--- config.mk ---
export PLATFORM = sky130hd
export DESIGN_NAME = trace_trigger
export DESIGN_NICKNAME = d
export VERILOG_FILES = /design/src/rtl/trig_pkg.sv /design/src/rtl/trig_addr_cmp.sv /design/src/rtl/trig_ext_sync.sv /design/src/rtl/trig_seq.sv /design/src/rtl/trace_trigger.sv
export SDC_FILE = /design/constraint.sdc
export NUM_CORES = 1
export LEC_CHECK = 0
export ABC_CLOCK_PERIOD_IN_PS = 6500
export BUFFER_PORTS_ARGS = -buffer_cell sky130_fd_sc_hd__buf_2
export CORE_MARGIN = 10
export CORE_UTILIZATION = 23
export DETAILED_ROUTE_END_ITERATION = 10
export PLACE_DENSITY = 0.57
export SYNTH_ARGS = -nofsm -noshare
export SYNTH_HDL_FRONTEND = slang
export SYNTH_SLANG_ARGS = --single-unit
--- constraint.sdc ---
create_clock -name clk_i -period 6.5 [get_ports clk_i]
set_clock_uncertainty 0.1 [all_clocks]
set_input_delay 0.65 -clock clk_i [delete_from_list [all_inputs] [get_ports clk_i]]
set_output_delay 0.65 -clock clk_i [all_outputs]
set_load 0.01 [all_outputs]
--- src/rtl/trig_pkg.sv ---
package trig_pkg;
  typedef enum logic {
    ST_A = 1'b0,
    ST_B = 1'b1
  } stage_e;
endpackage

--- src/rtl/trig_addr_cmp.sv ---
module trig_addr_cmp #(
  parameter int AW = 32,
  parameter int N  = 2
) (
  input  logic          vld_i,
  input  logic [AW-1:0] addr_i,
  input  logic [N-1:0]  en_i,
  input  logic [N*AW-1:0] cmp_i,
  output logic [N-1:0]  hit_o
);
  for (genvar k = 0; k < N; k++) begin : g_cmp
    assign hit_o[k] = vld_i & en_i[k] & (addr_i == cmp_i[k*AW +: AW]);
  end
endmodule

--- src/rtl/trig_ext_sync.sv ---
module trig_ext_sync (
  input  logic clk_i,
  input  logic rst_ni,
  input  logic ext_i,
  output logic edge_o
);
  logic s1_q, s2_q, prev_q;

  always_ff @(posedge clk_i or negedge rst_ni) begin
    if (!rst_ni) begin
      s1_q   <= 1'b0;
      s2_q   <= 1'b0;
      prev_q <= 1'b0;
    end else begin
      s1_q   <= ext_i;
      s2_q   <= s1_q;
      prev_q <= s2_q;
    end
  end

  assign edge_o = s2_q & ~prev_q;


  ext_edge_single_chk: assert property (@(posedge clk_i) disable iff (!rst_ni)
    edge_o |=> !edge_o);
endmodule

--- src/rtl/trig_seq.sv ---
module trig_seq
  import trig_pkg::*;
#(
  parameter int CW   = 16,
  parameter int NSRC = 6
) (
  input  logic            clk_i,
  input  logic            rst_ni,
  input  logic            arm_i,
  input  logic            armed_i,
  input  logic [NSRC-1:0] ev_i,
  input  logic [NSRC-1:0] a_mask_i,
  input  logic [NSRC-1:0] b_mask_i,
  input  logic            seq_en_i,
  input  logic [CW-1:0]   term_i,
  output logic            fire_o
);
  stage_e        stage_q;
  logic [CW-1:0] cnt_q;
  logic [CW:0]   term_eff, cnt_next;
  logic          a_hit, b_hit, a_done, active;

  assign term_eff = (term_i == '0) ? {{CW{1'b0}}, 1'b1} : {1'b0, term_i};
  assign cnt_next = {1'b0, cnt_q} + 1'b1;
  assign a_hit    = |(ev_i & a_mask_i);
  assign b_hit    = |(ev_i & b_mask_i);
  assign a_done   = a_hit & (cnt_next >= term_eff);
  assign active   = armed_i & ~arm_i;

  assign fire_o = active & (((stage_q == ST_A) & a_done & ~seq_en_i) |
                            ((stage_q == ST_B) & b_hit));

  always_ff @(posedge clk_i or negedge rst_ni) begin
    if (!rst_ni) begin
      stage_q <= ST_A;
      cnt_q   <= '0;
    end else if (arm_i) begin
      stage_q <= ST_A;
      cnt_q   <= '0;
    end else if (active && stage_q == ST_A && a_hit) begin
      if (a_done) begin
        cnt_q   <= '0;
        stage_q <= seq_en_i ? ST_B : ST_A;
      end else begin
        cnt_q <= cnt_q + 1'b1;
      end
    end
  end


  cnt_step_chk: assert property (@(posedge clk_i) disable iff (!rst_ni)
    (cnt_q != $past(cnt_q)) |-> (cnt_q == '0 || cnt_q == $past(cnt_q) + 1'b1));


  stage_b_clear_chk: assert property (@(posedge clk_i) disable iff (!rst_ni)
    (stage_q == ST_B) |-> (cnt_q == '0));
endmodule

--- src/rtl/trace_trigger.sv ---
module trace_trigger #(
  parameter int AW  = 32,
  parameter int NIA = 2,
  parameter int NDA = 2,
  parameter int CW  = 16,
  localparam int NSRC = NIA + NDA + 2
) (
  input  logic              clk_i,
  input  logic              rst_ni,
  input  logic              arm_i,
  input  logic              ic_vld_i,
  input  logic [AW-1:0]     ic_addr_i,
  input  logic              dc_vld_i,
  input  logic [AW-1:0]     dc_addr_i,
  input  logic              br_taken_i,
  input  logic              exc_taken_i,
  input  logic              ext_trig_i,
  input  logic [NIA-1:0]    ia_en_i,
  input  logic [NIA*AW-1:0] ia_cmp_i,
  input  logic [NDA-1:0]    da_en_i,
  input  logic [NDA*AW-1:0] da_cmp_i,
  input  logic [NSRC-1:0]   a_mask_i,
  input  logic [NSRC-1:0]   b_mask_i,
  input  logic              seq_en_i,
  input  logic [CW-1:0]     term_cnt_i,
  input  logic              ext_sel_i,
  output logic              trig_o,
  output logic              trig_precise_o
);
  logic [NIA-1:0]  ia_hit;
  logic [NDA-1:0]  da_hit;
  logic [NSRC-1:0] ev;
  logic            ext_edge, int_fire, ext_fire, fire;
  logic            armed_q, trig_q, prec_q;

  trig_addr_cmp #(.AW(AW), .N(NIA)) u_ia_cmp (
    .vld_i (ic_vld_i),
    .addr_i(ic_addr_i),
    .en_i  (ia_en_i),
    .cmp_i (ia_cmp_i),
    .hit_o (ia_hit)
  );

  trig_addr_cmp #(.AW(AW), .N(NDA)) u_da_cmp (
    .vld_i (dc_vld_i),
    .addr_i(dc_addr_i),
    .en_i  (da_en_i),
    .cmp_i (da_cmp_i),
    .hit_o (da_hit)
  );

  // event order: instr comparators, data comparators, branch, exception
  assign ev = {exc_taken_i, br_taken_i, da_hit, ia_hit};

  trig_ext_sync u_ext_sync (
    .clk_i (clk_i),
    .rst_ni(rst_ni),
    .ext_i (ext_trig_i),
    .edge_o(ext_edge)
  );

  trig_seq #(.CW(CW), .NSRC(NSRC)) u_seq (
    .clk_i   (clk_i),
    .rst_ni  (rst_ni),
    .arm_i   (arm_i),
    .armed_i (armed_q),
    .ev_i    (ev),
    .a_mask_i(a_mask_i),
    .b_mask_i(b_mask_i),
    .seq_en_i(seq_en_i),
    .term_i  (term_cnt_i),
    .fire_o  (int_fire)
  );

  assign ext_fire = armed_q & ~arm_i & ext_sel_i & ext_edge;
  assign fire     = int_fire | ext_fire;

  always_ff @(posedge clk_i or negedge rst_ni) begin
    if (!rst_ni) begin
      armed_q <= 1'b0;
      trig_q  <= 1'b0;
      prec_q  <= 1'b0;
    end else begin
      if (arm_i)     armed_q <= 1'b1;
      else if (fire) armed_q <= 1'b0;
      trig_q <= fire;
      prec_q <= int_fire;
    end
  end

  assign trig_o         = trig_q;
  assign trig_precise_o = prec_q;


  pulse_width_chk: assert property (@(posedge clk_i) disable iff (!rst_ni)
    trig_o |=> !trig_o);


  precise_qual_chk: assert property (@(posedge clk_i) disable iff (!rst_ni)
    trig_precise_o |-> trig_o);


  one_shot_chk: assert property (@(posedge clk_i) disable iff (!rst_ni)
    trig_o |-> !armed_q);


  armed_before_chk: assert property (@(posedge clk_i) disable iff (!rst_ni)
    $rose(trig_o) |-> $past(armed_q));
endmodule

==> After elaboration in Yosys (flattened, before gate mapping) <==
Cells that the tools add are included.
{ "totals": {"regBits": 23, "latchBits": 0, "mem_bits_rw": 0, "romBits": 0, "input_bits": 234, "out_inout_bits": 2, "word_cells": 59, "memories": 0} }
{ "classes": {"n_addsub": 2, "mul": 0, "div": 0, "order_cmp": 1, "eq_ne": 4, "shift": 0, "mux": 10, "bitwise_logic": 25, "n_reduce_logical": 9} }
{ "op_table": {"columns": ["operator", "count"], "rows": [
  ["$eq A32 B32 Y1", 4],
  ["$mux W16", 4],
  ["$add A16 B1 Y17 const B", 1],
  ["$and A1 B1 Y1", 17],
  ["$ge A17 B17 Y1", 1],
  ["$add A16 B1 Y16 const B", 1],
  ["$logic_not A16 Y1", 1],
  ["$and A6 B6 Y6", 2],
  ["$reduce_or A6 Y1", 2],
  ["$mux W1", 6],
  ["$reduce_bool A2 Y1", 3],
  ["$not A1 Y1", 4],
  ["$logic_and A1 B1 Y1", 2],
  ["$or A1 B1 Y1", 2],
  ["$reduce_and A2 Y1", 1]
]} }

==> Logic depth before layout (Yosys ltp) <==
Gate-level depths: netlist of run 1.
{ "depth": {"word_depth": 12, "depth_mapped": 15} }

==> Cells and area by module <==
A second synthesis of run 1 with hierarchy kept.
{ "unflattened": {"hier_cells": 382, "hier_area_um2": 3303.2} }
{ "by_module_without_submodules": {"columns": ["mod", "instances", "cells_each", "area_per_inst_um2", "seq_area_each_um2"], "rows": [
  ["trig_seq", 1, 194, 1675.4, 425.4],
  ["trig_addr_cmp", 2, 88, 718.2, 0.0],
  ["trace_trigger", 1, 8, 102.6, 75.1],
  ["trig_ext_sync", 1, 4, 88.8, 75.1]
]} }

==> Least setup slack after synthesis of run 1 <==
Ideal clock, no wire load.
{ "synth_timing": {"kind": "register to register", "start": "reg u_seq.cnt_q[3]", "end": "reg u_seq.cnt_q[10]", "setup_time_ns": 0.076, "arrival_time_ns": 3.350, "setup_slack_ns": 2.974, "stages_incl_launch_ff": 15, "synth_period_minus_slack_ns": 3.526, "cell_sequence": "dfrtp_1 > nand2_1 > nor2_1 > nand4_1 > or3_1 > xnor2_1 > ha_1 > nand3_1 > nor4_1 > a221oi_1 > o211ai_1 > a2111oi_2 > clkbuf_1 > o221ai_1 > o21ai_1"} }
{ "synth_between": {"elab_chain_len": 6, "word_cells_on_any_way": 7, "cone_classes": "add/sub: 2; order compare: 1; mux: 3; bitwise: 1"} }
{ "synth_lines": {"columns": ["item", "line", "source"], "rows": [
  ["start: declaration", "trig_seq.sv:19", "logic [CW-1:0] cnt_q;"],
  ["start signal: assignment", "trig_seq.sv:45", "cnt_q <= cnt_q + 1'b1;"],
  ["$add A16 B1 Y17", "trig_seq.sv:24", "assign cnt_next = {1'b0, cnt_q} + 1'b1;"],
  ["$ge A17 B17 Y1", "trig_seq.sv:27", "assign a_done = a_hit & (cnt_next >= term_eff);"],
  ["$and A1 B1 Y1", "trig_seq.sv:27", null],
  ["$mux W16 (*)", "trig_seq.sv:41", "if (a_done) begin"],
  ["$mux W16 (*)", "trig_seq.sv:40", "end else if (active && stage_q == ST_A && a_hit) begin"],
  ["$mux W16 (*)", "trig_seq.sv:37", "end else if (arm_i) begin"]
]} }
Every way passes the cells marked *; elsewhere a longest branch is shown, timed or not. The select of a mux whose other input is x is not followed.
A chain may end at the register's enable or synchronous reset.

==> Worst setup path after layout of run 1 <==
{ "layout_timing": {"start": "reg u_seq.cnt_q[4]", "end": "reg u_seq.cnt_q[8]"} }
Same word-level chain as after synthesis.

==> results of run 1 <==
==> layout by cell type, fill, tap and decap left out, types with 2 or more instances in the layout <==
| cell | instances |
|---|---|
| a2111oi_2 | 2 |
| a211o_1 | 2 |
| a21o_1 | 6 |
| a21oi_1 | 6 |
| a221o_1 | 2 |
| a22o_1 | 2 |
| and3_1 | 9 |
| buf_2 | 235 |
| clkbuf_16 | 3 |
| dfrtp_1 | 23 |
| ha_1 | 17 |
| inv_1 | 44 |
| nand2_1 | 13 |
| nand3_1 | 10 |
| nand4_1 | 18 |
| nor2_1 | 21 |
| nor2b_1 | 4 |
| nor3_1 | 19 |
| nor4_1 | 51 |
| o2111ai_1 | 2 |
| o211ai_1 | 4 |
| o211ai_2 | 2 |
| o21ai_0 | 7 |
| o21ai_1 | 4 |
| o221ai_1 | 10 |
| o22ai_1 | 5 |
| or3_1 | 2 |
| or4_1 | 2 |
| xnor2_1 | 22 |
| xor2_1 | 121 |
==> stage by stage <==
| step | utilization, % | area (um^2) |
|---|---|---|
| 2_1_floorplan | - | 3620 |
| 3_3_place_gp | 32.8 | 5020 |
| 3_5_place_dp | 32.8 | 5020 |
| 4_1_cts | 33.3 | 5100 |
| 5_1_grt | 33.3 | 5100 |
| 6_report | 33.3 | 5100 |
==> power by group <==
group          switching [mW]  leakage, nW  internal, mW
logic                   0.119         2.19         0.105
clock network          0.0520       0.0382        0.0838
registers             0.00233        0.309         0.146
==> how the worst min path moves through the flow <==
| stage | start | endpoint | slack, ps | depth (start not counted) |
|---|---|---|---|---|
| global placement | u_ext_sync.s1_q | u_ext_sync.s2_q | 230 | 0 |
| detailed placement | u_ext_sync.s1_q | u_ext_sync.s2_q | 240 | 0 |
| CTS | u_ext_sync.s1_q | u_ext_sync.s2_q | 260 | 0 |
| global route | u_ext_sync.s1_q | u_ext_sync.s2_q | 270 | 0 |
| finish | u_ext_sync.s1_q | u_ext_sync.s2_q | 250 | 0 |
| floorplan | u_ext_sync.s1_q | u_ext_sync.s2_q | 230 | 0 |
==> cell families (layout without fill, tap and decap cells) <==
kind of cell / after synthesis / in the layout / share of synthesized area, %
muxes: 1 / 1 / 0.277
buffers and inverters: 52 / 284 / 5.71
adders and majority gates: 17 / 17 / 5.88
AOI/OAI and AO/OA: 61 / 61 / 13.0
DFF: 23 / 23 / 15.9
xor gates and xnor gates: 143 / 143 / 34.6
and+or+nand+nor: 156 / 156 / 24.6
==> worst max-delay path, cell delays in order, from the launching register on <==
cell	delay (ps)
dfrtp_1	460
nand3_1	130
nor2_1	330
nand4_1	280
or3_1	480
xnor2_1	160
ha_1	320
nand3_1	130
nor4_1	70
a221oi_1	240
o211ai_1	220
a2111oi_2	370
buf_4	250
o221ai_1	130
o21ai_0	110
==> registers in the layout, indices dropped and copies added (netlist names) <==
name / flops
u_ext_sync.prev_q: 1
armed_q: 1
u_seq.stage_q: 1
u_ext_sync.s1_q: 1
trig_precise_o: 1
u_ext_sync.s2_q: 1
trig_o: 1
u_seq.cnt_q: 16
==> routing by layer <==
layer / up-vias / share of wire [%] / wire length (um) / GRT usage, %
met3: 6 / 8.3 / 1300 / 4.19
met5: - / 0 / 0 / 0
li1: 2114 / - / - / -
met4: 0 / 0.61 / 97 / 1.47
met2: 167 / 49 / 7710 / 24.4
met1: 1887 / 42 / 6660 / 17.2
==> layout make-up <==
| type | count | share of cell area, % |
|---|---|---|
| multi-input combinational | 378 | 55.6 |
| timing repair buffer | 236 | 23.2 |
| sequential | 23 | 11.3 |
| tap | 211 | 5.17 |
| inverter | 44 | 3.24 |
| clock buffer | 4 | 1.54 |
==> results.cfg, run 1 <==
[power]
power.total_mw = 0.508
power_density_nw_per_um2 = 99.6
p_leak_nw = 2.54
irDropWorstVdd_mv = 0.0816

[yosys]
yosysTopAreaCellShare_pct = 29.3
synth-main-ff-cell = dfrtp_1
syn_area_um2 = 3620
yosys-top-cells-area = xor2_1 (29%), dfrtp_1 (16%), nor4_1 (8.8%)
synth.distinct_cells = 46
synth_warnings = 0
yosys.area.top_type = xor2_1
synth.avg_cell_area_um2 = 7.99
yosysMostFrequentCell = xor2_1
yosys-top-cells-count = xor2_1 (121), nor4_1 (51), inv_1 (44), dfrtp_1 (23), xnor2_1 (22)
synth_edf_count = 0
synth_seq_cells = 23
synthArstFlopShare_pct = 100
syn_inst = 453
synth_nets = 704
yosysSeqAreaShare_pct = 15.9

[place]
placed_cells = 892
pre_cts_ws_ps = 2680
place.gp.congestion = 0.839
place_hpwl_mm = 14.2
portBuffers = 235

[cts]
htree_levels = 1
cts_buffers = 3
cts_setup_buffers = 0
path_clk_slew_ps = 60
cts_resized = 0
cts.sinks = 23
cts-hold-fix-buffers = 0
clock-root-buffer = clkbuf_16
worstSkewPairLatency_ps = 260
cts_tree = built
cts_buffer_depth = 2

[floorplanning]
start_util_pct = 23.6
io-pin-count = 236
dieWidth_um = 145
row_count = 45
die_area_um2 = 21100
die_h_um = 145
core_area_um2 = 15300

[cells_and_area]
antenna_cells = 0
multi_input_area_um2 = 2840
fillers = 1696
area_growth_pct = 41.1
instances_no_fill = 896
regArea_um2 = 576
drive_gt1_share_pct = 36.2
final_nets = 937

[global_route]
grt_pass1_wl_mm = 24.5
grt_pass1_vias = 4497
grt_max_degree = 24
track_usage_pct = 14.0
gr-total-overflow = 0
antenna_found_initial = 0

[setup_path]
reg2reg_depth = 14
startpoint = u_seq.cnt_q[4]
critPathCapture = u_seq.cnt_q[8]
critPathRequiredTime_ps = 6560
path_class = flop to flop
cp_max_fo = 12
startpoint_type = flop
worstSetupEndpointType = flop
r2r-end = u_seq.cnt_q[8]
regToRegSetupSlack_ps = 2630
cp.arrival_ps = 3930
r2r-start = u_seq.cnt_q[4]

[detailed_routing]
num_vias = 4174
dr.pass1.iters = 5
drt_iter0_drc = 282
via_per_inst = 4.66
totalWireLength_mm = 15.8
wire_per_inst_um = 17.6
drc = 0
ant_nets = 0

[sta]
max_freq_mhz = 258
slew_headroom_pct = 59.8
worst-slew-pin-transition_ps = 603
fin_tns_setup_ps = 0
setup_slack_ps = 2630
hold_viol = 0
min_period_ps = 3870
holdWs_ps = 250
setup_viol = 0
grt_setup_unrepaired = no
drv_slew = 0
finalCritPeriodShare_pct = 59.5

[run_status]
status = finished clean

[hold_path]
hold_class = flop to flop

[run]
maxCapViolations = 0
Note: power is estimated with default switching activity, not from simulation.
==> run 2, diff against run 1 <==
--- a/config.mk
+++ b/config.mk
@@ -5,7 +5,7 @@
 export SDC_FILE = /design/constraint.sdc
 export NUM_CORES = 1
 export LEC_CHECK = 0
-export ABC_CLOCK_PERIOD_IN_PS = 6500
+export ABC_CLOCK_PERIOD_IN_PS = 3740
 export BUFFER_PORTS_ARGS = -buffer_cell sky130_fd_sc_hd__buf_2
 export CORE_MARGIN = 10
 export CORE_UTILIZATION = 23
==> constraint.sdc (replaced) <==
create_clock -name clk_i -period 3.74 [get_ports clk_i]
set_clock_uncertainty 0.1 [all_clocks]
set_input_delay 0.374 -clock clk_i [delete_from_list [all_inputs] [get_ports clk_i]]
set_output_delay 0.374 -clock clk_i [all_outputs]
set_load 0.01 [all_outputs]
==> run 2 against run 1 <==
Effect of this change: the flow now finishes with violations (hold timing); register-to-register slack got worse by 2400 ps; total power rose by 75%; sequential power rose by 73%; clock power rose by 76%; count of clock-buffer cells in the layout did not move; die area did not move; combinational power rose by 76%; global-route usage fell by 0.056 points; first-iteration DRC count fell by 7.4%; critical path type unchanged; highest routed layer unchanged.
==> results.cfg, run 2 (synthesis gave the netlist of run 1 again) <==
[place]
placed_cells = 898
portBuffers = 235
place.gp.congestion = 0.820
place_hpwl_mm = 14.2
placed_area_um2 = 5070
pre_cts_ws_ps = 136

[cells_and_area]
largest_reg_flops = 16
area_growth_pct = 43.3
instances_no_fill = 904
antenna_cells = 0
final_core_util_pct = 33.8
layout_common_cells = buf_2 (236), xor2_1 (121), nor4_1 (51), inv_1 (44)
final_common_cell = buf_2
fillers = 1688
drive_gt1_share_pct = 37.7
final_nets = 945
stdcell_area_um2 = 5180
top_register = u_seq.cnt_q

[cts]
cts_tree = built
cts_buffer_depth = 2
cts.sinks = 23
cts_buffers = 3
htree_levels = 1
clock-root-buffer = clkbuf_16
worstSkewPairLatency_ps = 260
cts-hold-fix-buffers = 0
path_clk_slew_ps = 60

[global_route]
grt_pass1_vias = 4519
antenna_found_initial = 0
gr-total-overflow = 0
grt_max_degree = 24
track_usage_pct = 14.0
grt_pass1_wl_mm = 24.3

[run_status]
status = finished, violations left
violations = hold timing

[setup_path]
cp_max_fo = 6
crit_slowest_cell = or3_1
worstSetupEndpointType = flop
path_class = flop to flop
worstPathCellList = inv_1 -> nor3_4 -> nand4_1 -> or3_1 -> xnor2_1 -> ha_1 -> nand3_1 -> nor4_1 -> a221oi_1 -> o211ai_1 -> a2111oi_2 -> buf_2 -> o221ai_1 -> o21ai_0
cpLargestDelayFamily = simple AND/OR/NAND/NOR gates
cp_slowest_stage_delay_ps = 440
cp.arrival_ps = 3580
critPathRequiredTime_ps = 3810
path_buf_inv = 2
startpoint_type = flop

[sta]
drv_slew = 0
finalCritPeriodShare_pct = 93.6
setup_slack_ps = 238
holdWs_ps = -5.83
slew_headroom_pct = 60.8
worst-slew-pin-transition_ps = 582
min_period_ps = 3500
fin_tns_setup_ps = 0
setup_viol = 0
hold_viol = 23
max_freq_mhz = 286

[detailed_routing]
drc = 0
wire_per_inst_um = 17.4
dr.pass1.iters = 5
via_per_inst = 4.62
totalWireLength_mm = 15.7
ant_nets = 0
num_vias = 4177
drt_iter0_drc = 261

[hold_path]
hold_class = input port to async pin

[power]
power.total_mw = 0.890
irDropWorstVdd_mv = 0.139
p_leak_nw = 2.59
power_density_nw_per_um2 = 172

[floorplanning]
start_util_pct = 23.6
dieWidth_um = 145
io-pin-count = 236
core_area_um2 = 15300
die_area_um2 = 21100
row_count = 45
die_h_um = 145

[run]
maxCapViolations = 0
## run 2: changes by cell type in the layout (fill, tap and decap cells not counted), sizes merged
| cell | delta |
|---|---|
| buf | +8 |
## run 2: area by class of cell
type / instances / area [um^2] / area share, %
multi-input combinational: 378 / 2860 / 55.1
sequential: 23 / 578 / 11.2
timing repair buffer: 244 / 1240 / 23.9
inverter: 44 / 165 / 3.19
clock buffer: 4 / 78.8 / 1.52
tap: 211 / 264 / 5.09
## run 2: repair_timing
| item | 4_1_cts | 5_1_grt |
|---|---|---|
| setup buffers | 0 | 1 |
| resized for setup | 0 | 8 |
| setup endpoints to repair | 0 | 18 |
## run 2: metal layers
layer / vias up / GRT usage (%) / wire, um
met2: 163 / 24.5 / 7710
met1: 1878 / 17.0 / 6690
met5: - / 0 / 0
met4: 0 / 1.77 / 123
met3: 9 / 4.04 / 1200
li1: 2127 / - / -
## run 2: final timing paths
check / endpoint / cells after the start / from / slack (ps)
worst max-delay path: u_seq.cnt_q[5] / 14 / u_seq.cnt_q[10] / 240
worst min register to register: u_ext_sync.s2_q / 0 / u_ext_sync.s1_q / 250
max in group asynchronous: u_seq.cnt_q[3] / 1 / rst_ni / 3150
worst max register to register: u_seq.cnt_q[5] / 14 / u_seq.cnt_q[10] / 240
worst min-delay path: u_seq.cnt_q[10] / 1 / rst_ni / -6
min in group clk_i: u_ext_sync.s1_q / 1 / ext_trig_i / 120
## run 2: report_power, final
group | leakage (nW) | internal, mW | switching (mW)
clock | 0.0382 | 0.146 | 0.0940
combinational | 2.25 | 0.185 | 0.209
sequential | 0.305 | 0.254 | 0.00282
==> run 3, diff against run 2 <==
--- a/config.mk
+++ b/config.mk
@@ -8,9 +8,9 @@
 export ABC_CLOCK_PERIOD_IN_PS = 3740
 export BUFFER_PORTS_ARGS = -buffer_cell sky130_fd_sc_hd__buf_2
 export CORE_MARGIN = 10
-export CORE_UTILIZATION = 23
+export CORE_UTILIZATION = 44
 export DETAILED_ROUTE_END_ITERATION = 10
-export PLACE_DENSITY = 0.57
+export PLACE_DENSITY = 0.91
 export SYNTH_ARGS = -nofsm -noshare
 export SYNTH_HDL_FRONTEND = slang
 export SYNTH_SLANG_ARGS = --single-unit
==> run 3 against run 2 <==
Effect of this change: count of clock-buffer cells in the layout stayed put; setup slack worse by 63 ps; the run still ends with hold timing left; sequential power hardly changed; total power is 8.4% lower; core utilization is 28 points higher; register-to-register slack worse by 60 ps; non-clock buffer count is 1 lower; clock power is 34% lower; combinational power is 2% higher.
==> results.cfg, run 3 (synthesis gave the netlist of run 1 again) <==
[run_status]
status = finished, violations left
violations = hold timing

[setup_path]
worstPathCellList = inv_1 -> nor3_1 -> nand4_1 -> or3_1 -> xnor2_1 -> ha_1 -> nand3_1 -> nor4_2 -> a221oi_1 -> o211ai_1 -> a21o_1 -> o211ai_2 -> a2111oi_2
crit_slowest_cell = or3_1
cp.arrival_ps = 3620
cp_max_fo = 4
critPathRequiredTime_ps = 3800
startpoint_type = flop
worstSetupEndpointType = flop
path_class = flop to flop
cp_slowest_stage_delay_ps = 450

[sta]
holdWs_ps = -19.5
finalCritPeriodShare_pct = 95.3
setup_slack_ps = 175
drv_slew = 0
hold_viol = 23
worst-slew-pin-transition_ps = 591
min_period_ps = 3560
max_freq_mhz = 281
slew_headroom_pct = 60.6
setup_viol = 0

[power]
p_int_mw = 0.514
p_clk_share_pct = 19.4
p_comb_share_pct = 49.0
switchingPower_mw = 0.302
p_seq_share_pct = 31.6
power_density_nw_per_um2 = 163
irDropWorstVdd_mv = 0.125
p_leak_nw = 2.55
p_sw_share_pct = 37.0

[place]
pre_cts_ws_ps = 8.25
place.gp.congestion = 0.996
placed_area_um2 = 4930
place_hpwl_mm = 15.2
portBuffers = 235

[cells_and_area]
top_register = u_seq.cnt_q
largest_reg_flops = 16
drive_gt1_share_pct = 37.4
final_common_cell = buf_2
final_nets = 944
area_growth_pct = 38.7
layout_common_cells = buf_2 (235), xor2_1 (121), nor4_1 (50), inv_1 (44)
stdcell_area_um2 = 5020

[global_route]
track_usage_pct = 25.4
grt_max_degree = 24
grt_pass1_wl_mm = 25.7
gr-total-overflow = 0
grt_pass1_vias = 4879
antenna_found_initial = 5

[cts]
htree_levels = 1
cts_buffers = 3
path_clk_slew_ps = 80
cts_tree = built
cts.sinks = 23
worstSkewPairLatency_ps = 270
clock-root-buffer = clkbuf_8
cts_buffer_depth = 2

[detailed_routing]
wire_per_inst_um = 21.2
totalWireLength_mm = 17.0
drc = 0
via_per_inst = 5.60
dr.pass1.iters = 5
num_vias = 4490
drt_iter0_drc = 308
ant_nets = 0

[floorplanning]
io-pin-count = 236
start_util_pct = 44.7
core_area_um2 = 8090
die_area_um2 = 12200
dieWidth_um = 111
row_count = 33
die_h_um = 111

[hold_path]
hold_class = input port to async pin

[run]
maxCapViolations = 0
## run 3: cell types whose count changed in the layout (fill, tap and decap cells not counted), sizes merged
cell   previous run  this run
buf             244       243
diode             0         5
## run 3: path summary, 6_finish.rpt
check / from / endpoint / slack (ps) / cells past startpoint
min: rst_ni / u_seq.cnt_q[12] / -20 / 1
max in group asynchronous: rst_ni / u_seq.cnt_q[0] / 3170 / 1
min in group clk_i: ext_trig_i / u_ext_sync.s1_q / 110 / 1
max reg2reg: u_seq.cnt_q[10] / trig_precise_o / 180 / 13
max: u_seq.cnt_q[10] / trig_precise_o / 180 / 13
min reg2reg: u_ext_sync.s1_q / u_ext_sync.s2_q / 270 / 0
## run 3: stage by stage
| stage | setup TNS [ps] | utilization (%) | power [mW] | cells |
|---|---|---|---|---|
| finish | 0 | 62.0 | 0.816 | 802 |
| global route | -41.1 | 62.0 | 0.864 | 802 |
| CTS | 0 | 61.5 | 0.808 | 795 |
| detailed placement | 0 | 60.9 | 0.654 | 791 |
| global placement | 0 | 60.9 | 0.648 | 791 |
| floorplan | 0 | - | 0.435 | 453 |
## run 3: repair_timing
action / 4_1_cts / 5_1_grt
endpoints found under the setup margin: 2 / 18
setup buffers: 0 / 2
hold buffers: 0 / 0
gates resized for setup: 1 / 3
pin swaps: 0 / 3
## run 3: layer usage
metal / share of wire, % / track usage [%] / wire length, um / vias to the layer above
met5: 0 / 0 / 0 / -
li1: - / - / - / 2130
met3: 8.7 / 6.66 / 1490 / 15
met2: 53 / 47.1 / 9080 / 266
met4: 0.93 / 5.99 / 158 / 0
met1: 37 / 28.0 / 6280 / 2079
## run 3: area by class of cell
type	count	area [um^2]
Sequential cell	23	577
Fill cell	744	3080
Tap cell	105	131
Multi-Input combinational cell	378	2850
Timing Repair Buffer	243	1240
Clock buffer	4	45.0
Inverter	44	165
Antenna cell	5	12.5
## run 3: power groups by stage
stage	clock (mW)	sequential [mW]	combinational, mW
after floorplan	0	0.262	0.174
after global placement	0	0.262	0.386
after detailed placement	0	0.262	0.392
after CTS	0.156	0.258	0.394
after global routing	0.169	0.258	0.436
final	0.158	0.258	0.400
## run 3: worst max-delay path: cells and delay by family, from the launching register on
kind | cells | cell delay, ps
XOR/XNOR | 1 | 150
flip-flops | 1 | 410
AO/OA/AOI/OAI | 5 | 1010
adder cells (fa/ha/maj) | 1 | 300
buffers and inverters | 1 | 80
AND/OR/NAND/NOR | 5 | 1400
